$ cat config.mk
export PLATFORM = sky130hd
export DESIGN_NAME = uart_tx_brk
export DESIGN_NICKNAME = d
export VERILOG_FILES = /design/src/rtl/uart_tx_pkg.sv /design/src/rtl/uart_tx_buf.sv /design/src/rtl/uart_tx_frame.sv /design/src/rtl/uart_tx_shift.sv /design/src/rtl/uart_tx_pin.sv /design/src/rtl/uart_tx_brk.sv
export SDC_FILE = /design/constraint.sdc
export NUM_CORES = 1
export LEC_CHECK = 0
export ABC_AREA = 1
export BUFFER_PORTS_ARGS = -buffer_cell sky130_fd_sc_hd__buf_2
export CAP_MARGIN = 20
export CELL_PAD_IN_SITES_DETAIL_PLACEMENT = 1
export CELL_PAD_IN_SITES_GLOBAL_PLACEMENT = 1
export CORE_UTILIZATION = 43
export CTS_BUF_LIST = sky130_fd_sc_hd__clkbuf_2 sky130_fd_sc_hd__clkbuf_4 sky130_fd_sc_hd__clkbuf_8
export CTS_CLUSTER_SIZE = 40
export DETAILED_ROUTE_END_ITERATION = 16
export PLACE_DENSITY = 0.94
export SLEW_MARGIN = 20
export SYNTH_ARGS = -nofsm -noshare
export SYNTH_HDL_FRONTEND = slang
export SYNTH_HIERARCHICAL = 1
export SYNTH_SLANG_ARGS = --single-unit
$ cat constraint.sdc
create_clock -name clk_i -period 1.7 [get_ports clk_i]
set_input_delay 0.255 -clock clk_i [delete_from_list [all_inputs] [get_ports clk_i]]
set_output_delay 0.255 -clock clk_i [all_outputs]
set_load 0.02 [all_outputs]
$ cat src/rtl/uart_tx_pkg.sv
package uart_tx_pkg;
  typedef enum logic {TX_IDLE = 1'b0, TX_BUSY = 1'b1} tx_state_e;

  typedef struct packed {
    logic word7;
    logic par_en;
    logic par_odd;
    logic stop2;
  } frame_cfg_t;
endpackage

$ cat src/rtl/uart_tx_buf.sv
module uart_tx_buf #(
  parameter int DATA_W = 8
) (
  input  logic              clk_i,
  input  logic              rst_ni,
  input  logic              wr_i,
  input  logic [DATA_W-1:0] wdata_i,
  input  logic              load_i,
  output logic [DATA_W-1:0] data_o,
  output logic              empty_o
);
  always_ff @(posedge clk_i or negedge rst_ni) begin
    if (!rst_ni) begin
      data_o  <= '0;
      empty_o <= 1'b1;
    end else if (wr_i) begin
      data_o  <= wdata_i;
      empty_o <= 1'b0;
    end else if (load_i) begin
      empty_o <= 1'b1;
    end
  end

  p_wr_fills_r8: assert property (@(posedge clk_i) disable iff (!rst_ni)
    wr_i |=> !empty_o);
  p_load_frees_r8: assert property (@(posedge clk_i) disable iff (!rst_ni)
    (load_i && !wr_i) |=> empty_o);
endmodule

$ cat src/rtl/uart_tx_frame.sv
module uart_tx_frame
  import uart_tx_pkg::*;
#(
  parameter int DATA_W  = 8,
  parameter int FRAME_W = DATA_W + 4,
  parameter int LEN_W   = $clog2(FRAME_W + 1)
) (
  input  logic [DATA_W-1:0]  data_i,
  input  frame_cfg_t         cfg_i,
  output logic [FRAME_W-1:0] frame_o,
  output logic [LEN_W-1:0]   len_o
);
  logic [LEN_W-1:0]  n_data;
  logic [LEN_W-1:0]  pos;
  logic [DATA_W-1:0] mask;
  logic              par_bit;

  always_comb begin
    n_data  = cfg_i.word7 ? LEN_W'(DATA_W - 1) : LEN_W'(DATA_W);
    mask    = cfg_i.word7 ? {1'b0, {(DATA_W-1){1'b1}}} : '1;
    par_bit = (^(data_i & mask)) ^ cfg_i.par_odd;
    frame_o = '1;                 // stop bits default to mark
    frame_o[0] = 1'b0;            // start bit
    for (int i = 0; i < DATA_W; i++) begin
      if (i < int'(n_data)) frame_o[i+1] = data_i[i];
    end
    pos = n_data + LEN_W'(1);
    if (cfg_i.par_en) begin
      frame_o[pos] = par_bit;
      pos = pos + LEN_W'(1);
    end
    len_o = pos + (cfg_i.stop2 ? LEN_W'(2) : LEN_W'(1));
  end
endmodule

$ cat src/rtl/uart_tx_shift.sv
module uart_tx_shift
  import uart_tx_pkg::*;
#(
  parameter int FRAME_W = 12,
  parameter int LEN_W   = $clog2(FRAME_W + 1)
) (
  input  logic               clk_i,
  input  logic               rst_ni,
  input  logic               tick_i,
  input  logic               en_i,
  input  logic               start_ok_i,
  input  logic [FRAME_W-1:0] frame_i,
  input  logic [LEN_W-1:0]   len_i,
  output logic               load_o,
  output logic               line_o,
  output logic               busy_o
);
  tx_state_e          state_q;
  logic [FRAME_W-1:0] sreg_q;
  logic [LEN_W-1:0]   left_q;
  logic               last_bit;

  assign busy_o   = (state_q == TX_BUSY);
  assign last_bit = busy_o && (left_q == LEN_W'(1));
  // a new frame may start from idle or straight out of the last stop bit
  assign load_o   = tick_i && en_i && start_ok_i && (!busy_o || last_bit);
  assign line_o   = busy_o ? sreg_q[0] : 1'b1;

  always_ff @(posedge clk_i or negedge rst_ni) begin
    if (!rst_ni) begin
      state_q <= TX_IDLE;
      sreg_q  <= '1;
      left_q  <= '0;
    end else if (!en_i) begin
      state_q <= TX_IDLE;
      sreg_q  <= '1;
      left_q  <= '0;
    end else if (tick_i) begin
      if (load_o) begin
        state_q <= TX_BUSY;
        sreg_q  <= frame_i;
        left_q  <= len_i;
      end else if (last_bit) begin
        state_q <= TX_IDLE;
        sreg_q  <= '1;
        left_q  <= '0;
      end else if (busy_o) begin
        sreg_q  <= {1'b1, sreg_q[FRAME_W-1:1]};
        left_q  <= left_q - LEN_W'(1);
      end
    end
  end

  p_abort_r11: assert property (@(posedge clk_i) disable iff (!rst_ni)
    !en_i |=> !busy_o);
  p_start_low_r4: assert property (@(posedge clk_i) disable iff (!rst_ni)
    $rose(busy_o) |-> !line_o);
  p_bit_hold_r4: assert property (@(posedge clk_i) disable iff (!rst_ni)
    (busy_o && en_i && !tick_i) |=> (busy_o && $stable(line_o)));
  p_err_block_r13: assert property (@(posedge clk_i) disable iff (!rst_ni)
    (!busy_o && !start_ok_i) |=> !busy_o);
endmodule

$ cat src/rtl/uart_tx_pin.sv
module uart_tx_pin (
  input  logic clk_i,
  input  logic rst_ni,
  input  logic en_i,
  input  logic line_i,
  input  logic wr_i,
  input  logic dir_i,
  input  logic dat_i,
  output logic txd_o,
  output logic oe_o
);
  logic dir_q, dat_q;

  always_ff @(posedge clk_i or negedge rst_ni) begin
    if (!rst_ni) begin
      dir_q <= 1'b1;
      dat_q <= 1'b1;
    end else if (wr_i) begin
      dir_q <= dir_i;
      dat_q <= dat_i;
    end
  end

  assign txd_o = en_i ? line_i : dat_q;
  assign oe_o  = en_i | dir_q;

  p_port_hold_r2: assert property (@(posedge clk_i) disable iff (!rst_ni)
    (!en_i && $past(!en_i) && !$past(wr_i)) |-> $stable(txd_o));
  p_port_write_r2: assert property (@(posedge clk_i) disable iff (!rst_ni)
    (wr_i && !en_i) |=> (!en_i || txd_o == $past(dat_i)));
endmodule

$ cat src/rtl/uart_tx_brk.sv
module uart_tx_brk
  import uart_tx_pkg::*;
#(
  parameter int DATA_W = 8
) (
  input  logic              clk_i,
  input  logic              rst_ni,
  input  logic              bit_tick_i,
  input  logic              tx_en_i,
  input  logic              tdr_wr_i,
  input  logic [DATA_W-1:0] tdr_data_i,
  output logic              tdr_empty_o,
  input  logic              word7_i,
  input  logic              par_en_i,
  input  logic              par_odd_i,
  input  logic              stop2_i,
  input  logic              port_wr_i,
  input  logic              port_dir_i,
  input  logic              port_dat_i,
  input  logic              rx_err_i,
  output logic              txd_o,
  output logic              txd_oe_o,
  output logic              tx_end_o
);
  localparam int FRAME_W = DATA_W + 4;
  localparam int LEN_W   = $clog2(FRAME_W + 1);

  frame_cfg_t         cfg;
  logic [DATA_W-1:0]  tdr_q;
  logic [FRAME_W-1:0] frame;
  logic [LEN_W-1:0]   frame_len;
  logic               load, line, busy, start_ok;

  assign cfg      = '{word7: word7_i, par_en: par_en_i, par_odd: par_odd_i, stop2: stop2_i};
  assign start_ok = !tdr_empty_o && !rx_err_i;
  assign tx_end_o = !busy && tdr_empty_o;

  uart_tx_buf #(.DATA_W(DATA_W)) u_buf (
    .clk_i, .rst_ni, .wr_i(tdr_wr_i), .wdata_i(tdr_data_i),
    .load_i(load), .data_o(tdr_q), .empty_o(tdr_empty_o)
  );

  uart_tx_frame #(.DATA_W(DATA_W), .FRAME_W(FRAME_W), .LEN_W(LEN_W)) u_frame (
    .data_i(tdr_q), .cfg_i(cfg), .frame_o(frame), .len_o(frame_len)
  );

  uart_tx_shift #(.FRAME_W(FRAME_W), .LEN_W(LEN_W)) u_shift (
    .clk_i, .rst_ni, .tick_i(bit_tick_i), .en_i(tx_en_i), .start_ok_i(start_ok),
    .frame_i(frame), .len_i(frame_len), .load_o(load), .line_o(line), .busy_o(busy)
  );

  uart_tx_pin u_pin (
    .clk_i, .rst_ni, .en_i(tx_en_i), .line_i(line), .wr_i(port_wr_i),
    .dir_i(port_dir_i), .dat_i(port_dat_i), .txd_o(txd_o), .oe_o(txd_oe_o)
  );

  p_end_busy_r10: assert property (@(posedge clk_i) disable iff (!rst_ni)
    $rose(busy) |-> !tx_end_o);
  p_no_start_untick_r4: assert property (@(posedge clk_i) disable iff (!rst_ni)
    (!busy && !bit_tick_i) |=> !busy);
endmodule

# Yosys cells after proc, flatten, opt, wreduce, memory -nomap -nowiden
# Index checks and enable logic that the tools add are counted.
# W data, S select, Z words.
# classes
n_lt_le_gt_ge,10
n_mux,34
addsub,4
bitwise_logic,3
eq_ne,4
reduce_logical,15
# op_table
op,count
$mux W12,6
$mux W4,7
$mux W1,17
$lt A3 B4 Y1 const A,4
$bwmux W12,1
$add A4 B1 Y4 const B,2
$and A8 B8 Y8,1
$lt A1 B4 Y1 const A,2
$lt A2 B4 Y1 const A,2
$mux W8,1
$reduce_xor A8 Y1,1
$logic_and A1 B1 Y1,7
$lt A4 B5 Y1 const B,1
$add A4 B4 Y4,1
$demux W1 S4,1
$eq A4 B1 Y1 const B,1
$ge A4 B1 Y1 const B,1
$ne A4 B1 Y1 const B,1
$reduce_and A2 Y1,2
$sub A4 B1 Y4 const B,1
$logic_not A1 Y1,3
$ne A3 B1 Y1 const B,1
$mux W2,1
$ne A2 B2 Y1 const B,1
4 further kinds,4
# totals
regBits,28
inputBits,21
wordCells,77
output_inout_bits,4

# Depth between registers and ports, before layout
# depth
depth_word,11
mapped_depth,15
mapped_depth_nobuf,15

# Modules after synthesis
# The synthesis kept the hierarchy.
# by_module_without_submodules
module,area_each_um2,n_inst,cells_per_inst,seq_area_each_um2
uart_tx_shift,1177.4,1,176,440.4
uart_tx_buf,339.1,1,37,226.5
uart_tx_frame,305.3,1,53,0.0
uart_tx_pin,100.1,1,14,52.6
uart_tx_brk,13.8,1,3,0.0

# Worst setup path before layout
# No wires, ideal clock.
# synth_path
kind,input to register
startpoint,input port word7_i
endpoint,register u_shift.left_q[1]
path_slack_ns,0.239
required_ns,1.584
path_stages,8
setup_ns,0.116
n_path_buf,0
arrival_time_ns,1.345
path_cell_list,inv_2 ha_1 ha_1 fa_1 nand2_1 nand2_1 nand2_1 nand2_1
# synth_via
elab_chain_len,8
# synth_rtl
item,line,text
from (decl),uart_tx_brk.sv:13,"input logic word7_i,"
$mux W4 (*),uart_tx_frame.sv:19,n_data = cfg_i.word7 ? LEN_W'(DATA_W - 1) : LEN_W'(DATA_W);
$add A4 B1 Y4 (*),uart_tx_frame.sv:27,pos = n_data + LEN_W'(1);
$add A4 B1 Y4,uart_tx_frame.sv:30,pos = pos + LEN_W'(1);
$mux W4 (*),uart_tx_frame.sv:28,if (cfg_i.par_en) begin
$add A4 B4 Y4 (*),uart_tx_frame.sv:32,len_o = pos + (cfg_i.stop2 ? LEN_W'(2) : LEN_W'(1));
net frame_len[1],uart_tx_brk.sv:31,logic [LEN_W-1:0] frame_len;
$mux W4 (*),uart_tx_shift.sv:39,if (load_o) begin
$mux W4 (*),uart_tx_shift.sv:38,end else if (tick_i) begin
$mux W4 (*),uart_tx_shift.sv:34,end else if (!en_i) begin
to (signal assigned),uart_tx_shift.sv:42,left_q <= len_i;
to (signal assigned),uart_tx_shift.sv:49,left_q <= left_q - LEN_W'(1);
to (decl),uart_tx_shift.sv:20,logic [LEN_W-1:0] left_q;
# The timed path passes the listed nets; every way through them passes the cells marked *. The select of a mux whose other input is x is not followed.
# A chain may end at the register's enable or synchronous reset.

# Worst setup path in the final report
# layout_path
startpoint,"register u_shift.state_q, in the netlist u_shift/busy_o"
endpoint,output port txd_o
# layout_via
elab_chain_len,2
# layout_rtl
item,line,text
from (decl),uart_tx_shift.sv:18,tx_state_e state_q;
from (signal assigned),uart_tx_shift.sv:31,state_q <= TX_IDLE;
from (signal assigned),uart_tx_shift.sv:35,state_q <= TX_IDLE;
from (signal assigned),uart_tx_shift.sv:40,state_q <= TX_BUSY;
$mux W1,uart_tx_shift.sv:27,assign line_o = busy_o ? sreg_q[0] : 1'b1;
net line,uart_tx_brk.sv:32,"logic load, line, busy, start_ok;"
$mux W1,uart_tx_pin.sv:24,assign txd_o = en_i ? line_i : dat_q;
to (decl),uart_tx_brk.sv:21,"output logic txd_o,"
# The timed path passes the listed nets, and every way through them passes these cells.

==> out/results.ini <==
[power_and_ir_drop]
leakagePower_nw = 1.23
comb_power_share_pct = 31.8
power.share.clock_pct = 22.2
p_switching_mw = 0.687
pwr-share-seq_pct = 46.0
powerDensity_mw_per_mm2 = 922
p_int_mw = 1.23
ir_drop_mv = 0.313
p_sw_share_pct = 35.8

[sta]
worstMarginPinSlew_ns = 0.724
slew-limit-headroom_pct = 51.7
setup_viol = 0
max_freq_ghz = 0.630
hold_ws_ns = -0.00210
final_max_slew_viol_count = 0
rsz0062_at_grt = false
period_share_pct = 93.4
finalHoldViolCount = 6
layout_setup_ws_ns = 0.113
fin_skew_ns = 0.00215
layout_min_cycle_time_ns = 1.59

[logic_synthesis]
syn-cell-area_mm2 = 0.00194
synthFlopType = dfstp_2
synth_cells = 283
synthTopCellsByArea = nand2_1 (23%), dfstp_2 (20%), dfrtp_1 (17%), nand3_1 (9.0%), inv_1 (7.2%)
ys_types = 31
synth_edf_count = 0
yosys_register_bits = 28
ys_warn_count = 6
synth_top_area_share_pct = 22.7
async_flop_share_pct = 100
syn_avg_cell_area_um2 = 6.84
synth_largest_area_cell = nand2_1
yosysSeqAreaShare_pct = 37.2

[global_routing]
grt_pass1_vias = 1848
grt_pass1_wl_um = 8510
grt_max_degree = 29
antenna_found_initial = 0
grt_overflow = 0
grt_usage_pct = 22.2

[worst_setup_path]
r2r_setup_slack_ns = 0.17
worst-endpoint-required_ns = 1.44
endpoint_kind = output pin
crit_arrival_ns = 1.33
r2r_start = u_buf/empty_o
critical_path_class = register to output pin
r2r_end = u_shift/left_q[1]
reg2reg_depth = 9
cp_max_fo = 5
cp-start-kind = register

[placed_design]
place_inst = 347
gp_congestion = 0.776
placed_area_mm2 = 0.00203
post-place-ws_ns = -0.00967
post-dp-hpwl_um = 3630
port_buffers = 24

[cts]
numCtsBuffers = 3
clk_latency_ns = 0.28
post_cts_buffers = 0
tritoncts = yes
cts_sinks = 28
clkTransAtPathRegs_ns = 0.10
ctsLongestPathBuffers = 2
cts_max_level = 1
root_buffer = clkbuf_8

[drt]
drtAntennaViolNets = 0
vias_per_cell = 4.96
wl_per_cell_um = 13.9
drcViolationCount = 0
wirelength_um = 4890
drt_iter0_markers = 57
drt-pass1-iter-count = 4
routed-via-count = 1741

[cells_and_area]
finalNonFillerCells = 351
drive_gt1_share_pct = 23.1
n_antenna_cell = 0
finalInstanceArea_mm2 = 0.00208
mostFrequentLayoutCells = nand2_1 (117), inv_1 (37), nand3_1 (35)
mostFrequentLayoutCell = nand2_1
fillers = 598
area_delta_synth_final_pct = 7.69
nets = 326

[floorplan]
initial_utilization_pct = 44.5
ioPinCount = 25
rows = 24
die_w_um = 69.1
die_h_um = 69.1
die_area_mm2 = 0.00477
core-area_mm2 = 0.00435

[outcome]
violations = hold timing
status = finished, violations left

[worst_hold_path]
worstHoldPathType = input pin to async pin

[job]
maxCapViolations = 0

-- worst max-delay path by stage --
stage / start / endpoint / slack, ns
global placement: word7_i / u_shift/left_q[1] / 0.04
detailed placement: word7_i / u_shift/left_q[1] / -0.01
finish: u_shift/busy_o / txd_o / 0.11
CTS: u_shift/busy_o / txd_o / 0.02
floorplan: word7_i / u_shift/left_q[1] / 0.24
global route: u_shift/busy_o / txd_o / 0.02
-- cell usage after synthesis (2+ instances only) --
library cell,n
nand2_1,117
inv_1,37
conb_1,2
nor2_1,10
dfrtp_1,13
ha_1,4
nand3_1,35
buf_6,3
inv_2,3
o21ai_0,2
nand2_2,8
buf_2,4
o211ai_1,2
dfstp_2,15
buf_4,12
-- routing by layer --
metal	track usage, %	wire length (um)
met1	26.8	2200
met2	41.1	2550
met3	2.34	64
met4	6.35	76
met5	0	0
-- critical path: stages, from the launching register on --
cell and delay [ns]:
dfrtp_2 0.43, inv_1 0.09, or2_2 0.27, nand2_1 0.06, nand2_1 0.05, buf_2 0.15
-- what timing repair did --
item / CTS / global route
resized for setup: 1 / 1
pin swaps: 0 / 0
setup endpoints to repair: 1 / 1
hold buffers: 0 / 0
-- registers in the layout (all words and copies together) (netlist names) --
signal and flops:
u_shift/sreg_q 12, u_buf/data_o 8, u_shift/left_q 4, u_buf/empty_o 1, u_pin/dat_q 1, u_pin/dir_q 1
u_shift/busy_o 1
-- power by group through the flow --
stage / logic (mW) / clock network, mW / registers (mW)
floorplan: 0.471 / 0 / 0.872
global placement: 0.565 / 0 / 0.889
detailed placement: 0.605 / 0 / 0.894
CTS: 0.616 / 0.444 / 0.883
global route: 0.705 / 0.457 / 0.900
finish: 0.611 / 0.427 / 0.884
-- layout make-up --
cell class	count	area, um2	area share (%)
Tap cell	52	65.1	3.12
Timing Repair Buffer	30	165	7.92
Multi-Input combinational cell	197	928	44.5
Inverter	40	150	7.20
Clock buffer	4	55.1	2.64
Sequential cell	28	721	34.6
-- cells by family (layout without fill, tap and decap cells) --
family / Yosys count / count (layout) / synth area share, %
flops: 28 / 28 / 37.2
other cells: 2 / 4 / 0.388
xor+xnor: 1 / 1 / 0.453
simple gates: 179 / 179 / 39.9
buf+inv: 60 / 74 / 15.4
compound gates: 8 / 8 / 3.04
fa+ha+maj: 5 / 5 / 3.62
-- metrics by stage --
stage	hold slack, ns	power, mW	util, %	TNS [ns]
after floorplan	-0.0406	1.34	-	0
after global routing	0.0381	2.06	47.9	0
after global placement	0.320	1.45	46.5	0
after detailed placement	0.322	1.50	46.5	-0.00967
final	-0.00210	1.92	47.9	0
after CTS	0.00904	1.94	47.8	0
Power figures use the tool's default switching activity.
